File: src/rtl/flash_cmd_pkg.sv
package flash_cmd_pkg;
  typedef enum logic [2:0] {
    ST_IDLE, ST_UNL1, ST_UNL2, ST_PROG, ST_EXT3, ST_EXT4, ST_EXT5
  } seq_state_e;

  localparam int CMD_N = 6;
  localparam int C_CHIP = 0;
  localparam int C_SECT = 1;
  localparam int C_PROG = 2;
  localparam int C_LOCK = 3;
  localparam int C_IDIN = 4;
  localparam int C_IDOUT = 5;

  localparam int CMP_AW = 15;
  localparam int CMP_DW = 8;

  localparam logic [CMP_AW-1:0] ADR_KEY1 = 15'h5555;
  localparam logic [CMP_AW-1:0] ADR_KEY2 = 15'h2AAA;
  localparam logic [CMP_DW-1:0] DAT_KEY1 = 8'hAA;
  localparam logic [CMP_DW-1:0] DAT_KEY2 = 8'h55;
  localparam logic [CMP_DW-1:0] DAT_PROG = 8'hA0;
  localparam logic [CMP_DW-1:0] DAT_EXT  = 8'h80;
  localparam logic [CMP_DW-1:0] DAT_IDIN = 8'h90;
  localparam logic [CMP_DW-1:0] DAT_IDOUT = 8'hF0;
  localparam logic [CMP_DW-1:0] DAT_CHIP = 8'h10;
  localparam logic [CMP_DW-1:0] DAT_SECT = 8'h30;
  localparam logic [CMP_DW-1:0] DAT_LOCK = 8'h40;
endpackage

File: src/rtl/flash_seq_fsm.sv
module flash_seq_fsm
  import flash_cmd_pkg::*;
#(
  parameter int ADDR_W = 18,
  parameter int DATA_W = 16
) (
  input  logic              clk_i,
  input  logic              rst_ni,
  input  logic              wr_en_i,
  input  logic              busy_i,
  input  logic [ADDR_W-1:0] wr_addr_i,
  input  logic [DATA_W-1:0] wr_data_i,
  output logic [CMD_N-1:0]  hit_o
);
  seq_state_e state_q, state_d;
  logic wr_ok;
  logic [CMP_AW-1:0] a_lo;
  logic [CMP_DW-1:0] d_lo;
  logic at_k1, at_k2;

  assign wr_ok = wr_en_i && !busy_i;
  assign a_lo  = wr_addr_i[CMP_AW-1:0];
  assign d_lo  = wr_data_i[CMP_DW-1:0];
  assign at_k1 = (a_lo == ADR_KEY1);
  assign at_k2 = (a_lo == ADR_KEY2);

  always_comb begin
    state_d = state_q;
    hit_o   = '0;
    if (wr_ok) begin
      state_d = ST_IDLE;
      unique case (state_q)
        ST_IDLE: begin
          if (at_k1 && d_lo == DAT_KEY1) state_d = ST_UNL1;
          else if (d_lo == DAT_IDOUT)    hit_o[C_IDOUT] = 1'b1;
        end
        ST_UNL1: if (at_k2 && d_lo == DAT_KEY2) state_d = ST_UNL2;
        ST_UNL2: begin
          if (at_k1) begin
            unique case (d_lo)
              DAT_PROG:  state_d = ST_PROG;
              DAT_EXT:   state_d = ST_EXT3;
              DAT_IDIN:  hit_o[C_IDIN] = 1'b1;
              DAT_IDOUT: hit_o[C_IDOUT] = 1'b1;
              default:   state_d = ST_IDLE;
            endcase
          end
        end
        ST_PROG: hit_o[C_PROG] = 1'b1;
        ST_EXT3: if (at_k1 && d_lo == DAT_KEY1) state_d = ST_EXT4;
        ST_EXT4: if (at_k2 && d_lo == DAT_KEY2) state_d = ST_EXT5;
        ST_EXT5: begin
          if (d_lo == DAT_SECT)               hit_o[C_SECT] = 1'b1;
          else if (at_k1 && d_lo == DAT_CHIP) hit_o[C_CHIP] = 1'b1;
          else if (at_k1 && d_lo == DAT_LOCK) hit_o[C_LOCK] = 1'b1;
        end
        default: state_d = ST_IDLE;
      endcase
    end
  end

  always_ff @(posedge clk_i or negedge rst_ni) begin
    if (!rst_ni) state_q <= ST_IDLE;
    else         state_q <= state_d;
  end


  busy_hold_chk: assert property (@(posedge clk_i) disable iff (!rst_ni)
    busy_i |=> $stable(state_q));

  prog_done_chk: assert property (@(posedge clk_i) disable iff (!rst_ni)
    (state_q == ST_PROG && wr_ok) |=> (state_q == ST_IDLE));

  break_idle_chk: assert property (@(posedge clk_i) disable iff (!rst_ni)
    (state_q == ST_UNL1 && wr_ok && !at_k2) |=> (state_q == ST_IDLE));
endmodule

File: src/rtl/flash_cmd_out.sv
module flash_cmd_out
  import flash_cmd_pkg::*;
#(
  parameter int ADDR_W = 18,
  parameter int DATA_W = 16
) (
  input  logic              clk_i,
  input  logic              rst_ni,
  input  logic [CMD_N-1:0]  hit_i,
  input  logic [ADDR_W-1:0] wr_addr_i,
  input  logic [DATA_W-1:0] wr_data_i,
  output logic [CMD_N-1:0]  strb_o,
  output logic [ADDR_W-1:0] addr_o,
  output logic [DATA_W-1:0] data_o
);
  for (genvar g = 0; g < CMD_N; g++) begin : g_strb
    always_ff @(posedge clk_i or negedge rst_ni) begin
      if (!rst_ni) strb_o[g] <= 1'b0;
      else         strb_o[g] <= hit_i[g];
    end
  end

  always_ff @(posedge clk_i or negedge rst_ni) begin
    if (!rst_ni) begin
      addr_o <= '0;
      data_o <= '0;
    end else if (|hit_i) begin
      addr_o <= wr_addr_i;
      data_o <= wr_data_i;
    end
  end


  one_strobe_chk: assert property (@(posedge clk_i) disable iff (!rst_ni)
    $onehot0(strb_o));

  strobe_cause_chk: assert property (@(posedge clk_i) disable iff (!rst_ni)
    (|hit_i) |=> (addr_o == $past(wr_addr_i)));
endmodule

File: src/rtl/flash_id_mode.sv
module flash_id_mode
  import flash_cmd_pkg::*;
#(
  parameter int ADDR_W = 18,
  parameter int DATA_W = 16,
  parameter logic [DATA_W-1:0] MFR_CODE = 16'h001F,
  parameter logic [DATA_W-1:0] DEV_CODE = 16'h0092
) (
  input  logic              clk_i,
  input  logic              rst_ni,
  input  logic [CMD_N-1:0]  hit_i,
  input  logic [ADDR_W-1:0] rd_addr_i,
  output logic              id_mode_o,
  output logic [DATA_W-1:0] id_data_o
);
  always_ff @(posedge clk_i or negedge rst_ni) begin
    if (!rst_ni)             id_mode_o <= 1'b0;
    else if (hit_i[C_IDIN])  id_mode_o <= 1'b1;
    else if (hit_i[C_IDOUT]) id_mode_o <= 1'b0;
  end

  always_comb begin
    id_data_o = '0;
    if (id_mode_o) begin
      if (rd_addr_i == ADDR_W'(0))      id_data_o = MFR_CODE;
      else if (rd_addr_i == ADDR_W'(1)) id_data_o = DEV_CODE;
    end
  end


  mode_rise_chk: assert property (@(posedge clk_i) disable iff (!rst_ni)
    $rose(id_mode_o) |-> $past(hit_i[C_IDIN]));

  mode_fall_chk: assert property (@(posedge clk_i) disable iff (!rst_ni)
    $fell(id_mode_o) |-> $past(hit_i[C_IDOUT]));

  id_quiet_chk: assert property (@(posedge clk_i) disable iff (!rst_ni)
    !id_mode_o |-> (id_data_o == '0));
endmodule

File: src/rtl/flash_cmd_decoder.sv
module flash_cmd_decoder
  import flash_cmd_pkg::*;
#(
  parameter int ADDR_W = 18,
  parameter int DATA_W = 16,
  parameter logic [DATA_W-1:0] MFR_CODE = 16'h001F,
  parameter logic [DATA_W-1:0] DEV_CODE = 16'h0092
) (
  input  logic              clk_i,
  input  logic              rst_ni,
  input  logic              wr_en_i,
  input  logic [ADDR_W-1:0] wr_addr_i,
  input  logic [DATA_W-1:0] wr_data_i,
  input  logic              busy_i,
  input  logic [ADDR_W-1:0] rd_addr_i,
  output logic              cmd_chip_erase_o,
  output logic              cmd_sector_erase_o,
  output logic              cmd_word_prog_o,
  output logic              cmd_boot_lock_o,
  output logic              cmd_id_enter_o,
  output logic              cmd_id_exit_o,
  output logic [ADDR_W-1:0] cmd_addr_o,
  output logic [DATA_W-1:0] cmd_data_o,
  output logic              id_mode_o,
  output logic [DATA_W-1:0] id_data_o
);
  logic [CMD_N-1:0] hit, strb;

  flash_seq_fsm #(.ADDR_W(ADDR_W), .DATA_W(DATA_W)) i_fsm (
    .clk_i, .rst_ni, .wr_en_i, .busy_i, .wr_addr_i, .wr_data_i,
    .hit_o (hit)
  );

  flash_cmd_out #(.ADDR_W(ADDR_W), .DATA_W(DATA_W)) i_out (
    .clk_i, .rst_ni, .hit_i (hit), .wr_addr_i, .wr_data_i,
    .strb_o (strb), .addr_o (cmd_addr_o), .data_o (cmd_data_o)
  );

  flash_id_mode #(.ADDR_W(ADDR_W), .DATA_W(DATA_W),
                  .MFR_CODE(MFR_CODE), .DEV_CODE(DEV_CODE)) i_id (
    .clk_i, .rst_ni, .hit_i (hit), .rd_addr_i,
    .id_mode_o, .id_data_o
  );

  assign cmd_chip_erase_o   = strb[C_CHIP];
  assign cmd_sector_erase_o = strb[C_SECT];
  assign cmd_word_prog_o    = strb[C_PROG];
  assign cmd_boot_lock_o    = strb[C_LOCK];
  assign cmd_id_enter_o     = strb[C_IDIN];
  assign cmd_id_exit_o      = strb[C_IDOUT];


  busy_quiet_chk: assert property (@(posedge clk_i) disable iff (!rst_ni)
    busy_i |=> (strb == '0));

  strobe_needs_wr_chk: assert property (@(posedge clk_i) disable iff (!rst_ni)
    !wr_en_i |=> (strb == '0));
endmodule

File: config.mk
export PLATFORM = sky130hd
export DESIGN_NAME = flash_cmd_decoder
export DESIGN_NICKNAME = d
export VERILOG_FILES = /design/src/rtl/flash_cmd_pkg.sv /design/src/rtl/flash_seq_fsm.sv /design/src/rtl/flash_cmd_out.sv /design/src/rtl/flash_id_mode.sv /design/src/rtl/flash_cmd_decoder.sv
export SDC_FILE = /design/constraint.sdc
export NUM_CORES = 1
export LEC_CHECK = 0
export BUFFER_PORTS_ARGS = -buffer_cell sky130_fd_sc_hd__buf_2
export CAP_MARGIN = 20
export CORE_UTILIZATION = 45
export DETAILED_ROUTE_END_ITERATION = 8
export GPL_ROUTABILITY_DRIVEN = 0
export PLACE_DENSITY = 0.79
export SYNTH_ARGS = -nofsm -noshare
export SYNTH_HDL_FRONTEND = slang
export SYNTH_HIERARCHICAL = 1
export SYNTH_SLANG_ARGS = --single-unit
File: constraint.sdc
create_clock -name clk_i -period 3.9 [get_ports clk_i]
set_clock_uncertainty 0.1 [all_clocks]
set_input_delay 0.78 -clock clk_i [delete_from_list [all_inputs] [get_ports clk_i]]
set_output_delay 0.78 -clock clk_i [all_outputs]
set_load 0.05 [all_outputs]
==> flow_metrics.env <==
export IMPL_slew_violations=0
export IMPL_status="finished, final reports clean"
export IMPL_crit_path_max_fanout=26
export IMPL_yosysSeqAreaShare_pct=49.2
export IMPL_wire_per_inst_um=14.6
export IMPL_worst_path_buf_inv=2
export IMPL_layout_commonest_cell="buf_2"
export IMPL_drt_iter0_drc=28
export IMPL_grt_pass1_vias=1564
export IMPL_hold_viol_final=0
export IMPL_final_util_pct=61.0
export IMPL_rsz0062_at_grt="no"
export IMPL_finalCritPeriodShare_pct=83.7
export IMPL_ys_dominant_reg_cell="dfrtp_1"
export IMPL_crit_family="simple AND/OR/NAND/NOR gates"
export IMPL_post_cts_resized=0
export IMPL_clock_sinks=44
export IMPL_layoutNonFillerInstCount=334
export IMPL_cts_buffers=5
export IMPL_grt_total_usage_pct=19.0
export IMPL_area_growth_synth_to_final_pct=29.7
export IMPL_clk_latency_ns=0.29
export IMPL_ios=113
export IMPL_reg2reg_slack_ns=0.81
export IMPL_dp_hpwl_mm=3.68
export IMPL_cts_max_path_buffers=2
export IMPL_vias_per_cell=4.93
export IMPL_ctsHoldBuffers=0
export IMPL_path_cells="buf_2 -> nor4bb_1 -> nand4_1 -> or4_4 -> nor2_1 -> nor4_2 -> nand2_2 -> buf_12 -> mux2_4"
export IMPL_arrival_ns=3.33
export IMPL_worstPathRequired_ns=3.97
export IMPL_rr_worst_depth=8
export IMPL_start_kind="primary input"
export IMPL_r2r_end="i_out/data_o[6]"
export IMPL_worstSetupPathDepth=9
export IMPL_critPathSlowestCell="or4_4"
export IMPL_ant_nets=0
export IMPL_grt_pass1_wl_mm=7.58
export IMPL_r2r_start="i_fsm/state_q[0]"
export IMPL_synth_edf_count=0
export IMPL_place_inst=325
export IMPL_worst_pin_slew_ns=0.630
export IMPL_cap_violations=0
export IMPL_clk_pin_slew_worst_paths_ns=0.08
export IMPL_grt_start_max_net_pins=45
export IMPL_synth_warning_count=6
export IMPL_avgSynthCellArea_um2=13.8
export IMPL_grt_antenna_before_repair=0
export IMPL_start_util_pct=47.0
export IMPL_h_tree_depth=2
export IMPL_postCtsSetupBuffers=0
export IMPL_syn_inst=162
export IMPL_relSlewSlack_pct=57.6
export IMPL_ir_worst_vdd_uv=241
export IMPL_placementRows=25
export IMPL_drive_gt1_share_pct=59.6
export IMPL_core_um2=4750
export IMPL_cts_tree="yes"
export IMPL_grt_overflow=0
export IMPL_hold_ws_ns=0.263
export IMPL_portBuffers=102
export IMPL_power_leakage_nw=1.54
export IMPL_critPathMaxStageDelay_ns=0.58
export IMPL_antenna_cells=0
export IMPL_async_flop_share_pct=100
export IMPL_critPathKind="in -> reg"
export IMPL_vias=1647
export IMPL_cp_end_kind="register"
export IMPL_ys_ff_latch=44
export IMPL_hold_class="in -> async"
export IMPL_wl_mm=4.88
export IMPL_layout_common_cells="buf_2 (102), dfrtp_1 (44), mux2_4 (30)"
export IMPL_drt_first_pass_iters=4
export IMPL_netlist_area_um2=2240
export IMPL_finalSetupTns_ns=0
export IMPL_cp_startpoint="wr_addr_i[9]"
export IMPL_fin_nets=322
export IMPL_synth_cell_types=40
export IMPL_die_w_um=72.5
export IMPL_dieArea_um2=5250
export IMPL_crit_end="i_out/data_o[6]"
export IMPL_fmax_mhz=306
export IMPL_powerDensity_nw_per_um2=335
export IMPL_root_buffer="clkbuf_8"
export IMPL_finalSetupViolCount=0
export IMPL_die_h_um=72.5
export IMPL_placed_cell_area_um2=2750
export IMPL_final_area_um2=2900
export IMPL_route_detailed_drc=0
export IMPL_min_period_ns=3.26
area by class of cell:
| cell class | instances | area [µm²] |
|---|---|---|
| fillers | 412 | 1860 |
| flip-flops and latches | 44 | 1100 |
| multi-input cells | 108 | 1030 |
| repair buffers | 104 | 551 |
| clock buffers | 7 | 96.3 |
| well taps | 67 | 83.8 |
| clock inverters | 1 | 30.0 |
| inverters | 3 | 11.3 |
worst reg2reg max path, stage by stage (launching register included):
cell and delay [ns]:
dfrtp_1 0.42, or3_4 0.41, or3_4 0.35, or4_4 0.49
nor2_1 0.23, nor4_2 0.09, nand2_2 0.27, buf_12 0.27
mux2_4 0.34
through the flow:
step                power (mW)  worst slack, ns
CTS                      0.981            0.608
detailed placement       0.603            0.318
global route              1.01            0.407
finish                   0.970            0.636
global placement         0.601            0.430
floorplan                0.553            0.801
metal layers:
layer | vias up | track usage [%] | wire length [µm]
met4 | 0 | 7.19 | 59
met3 | 7 | 4.58 | 273
met5 | - | 0 | 0
met1 | 797 | 25.6 | 2160
li1 | 777 | - | -
met2 | 66 | 29.7 | 2390
Yosys cell counts (2+ instances only):
master / n / share of area [%]
mux2_2: 4 / 2.0
nand2_1: 3 / 0.50
mux2_4: 30 / 20
dfrtp_1: 44 / 49
or3_4: 2 / 1.0
nor4b_1: 3 / 1.2
nor2_1: 7 / 1.2
buf_4: 13 / 4.4
nand3_1: 4 / 0.90
inv_1: 3 / 0.50
nand2b_1: 3 / 0.84
nand2_2: 2 / 0.56
nor2b_1: 2 / 0.56
nor4bb_1: 4 / 1.8
nor4_1: 5 / 1.4
nand4_1: 3 / 0.84
nor3b_1: 3 / 1.0
nand3b_1: 2 / 0.67
buf_6: 3 / 1.5
or2_2: 2 / 0.56
power breakdown:
part           switching (mW)  internal, mW  total [mW]  leakage, nW
logic                  0.0836        0.0445       0.128        0.866
registers             0.00496         0.463       0.468        0.611
clock network           0.148         0.226       0.374       0.0645
cells by family after synthesis:
kind of cell	after synthesis	synth area share, %
other	1	0.168
and+or+nand+nor	57	19.3
AOI/OAI and AO/OA	6	2.29
muxes	35	22.6
DFF	44	49.2
buffers and inverters	19	6.38
worst min-delay path by stage:
stage	from	to	slack (ns)
finish	rst_ni	i_out/data_o[12]	0.26
global route	rst_ni	i_out/data_o[11]	0.26
CTS	i_out/addr_o[8]	i_out/addr_o[8]	0.41
detailed placement	i_out/data_o[14]	i_out/data_o[14]	0.39
global placement	i_out/data_o[15]	i_out/data_o[15]	0.39
floorplan	rst_ni	i_fsm/state_q[0]	0.38
registers in the layout, indices dropped and copies added (netlist names):
register,count
i_id/id_mode_o,1
i_out/strb_o,6
i_fsm/state_q,3
i_out/data_o,16
i_out/addr_o,18
No activity file was read; power rests on OpenSTA's default activity.
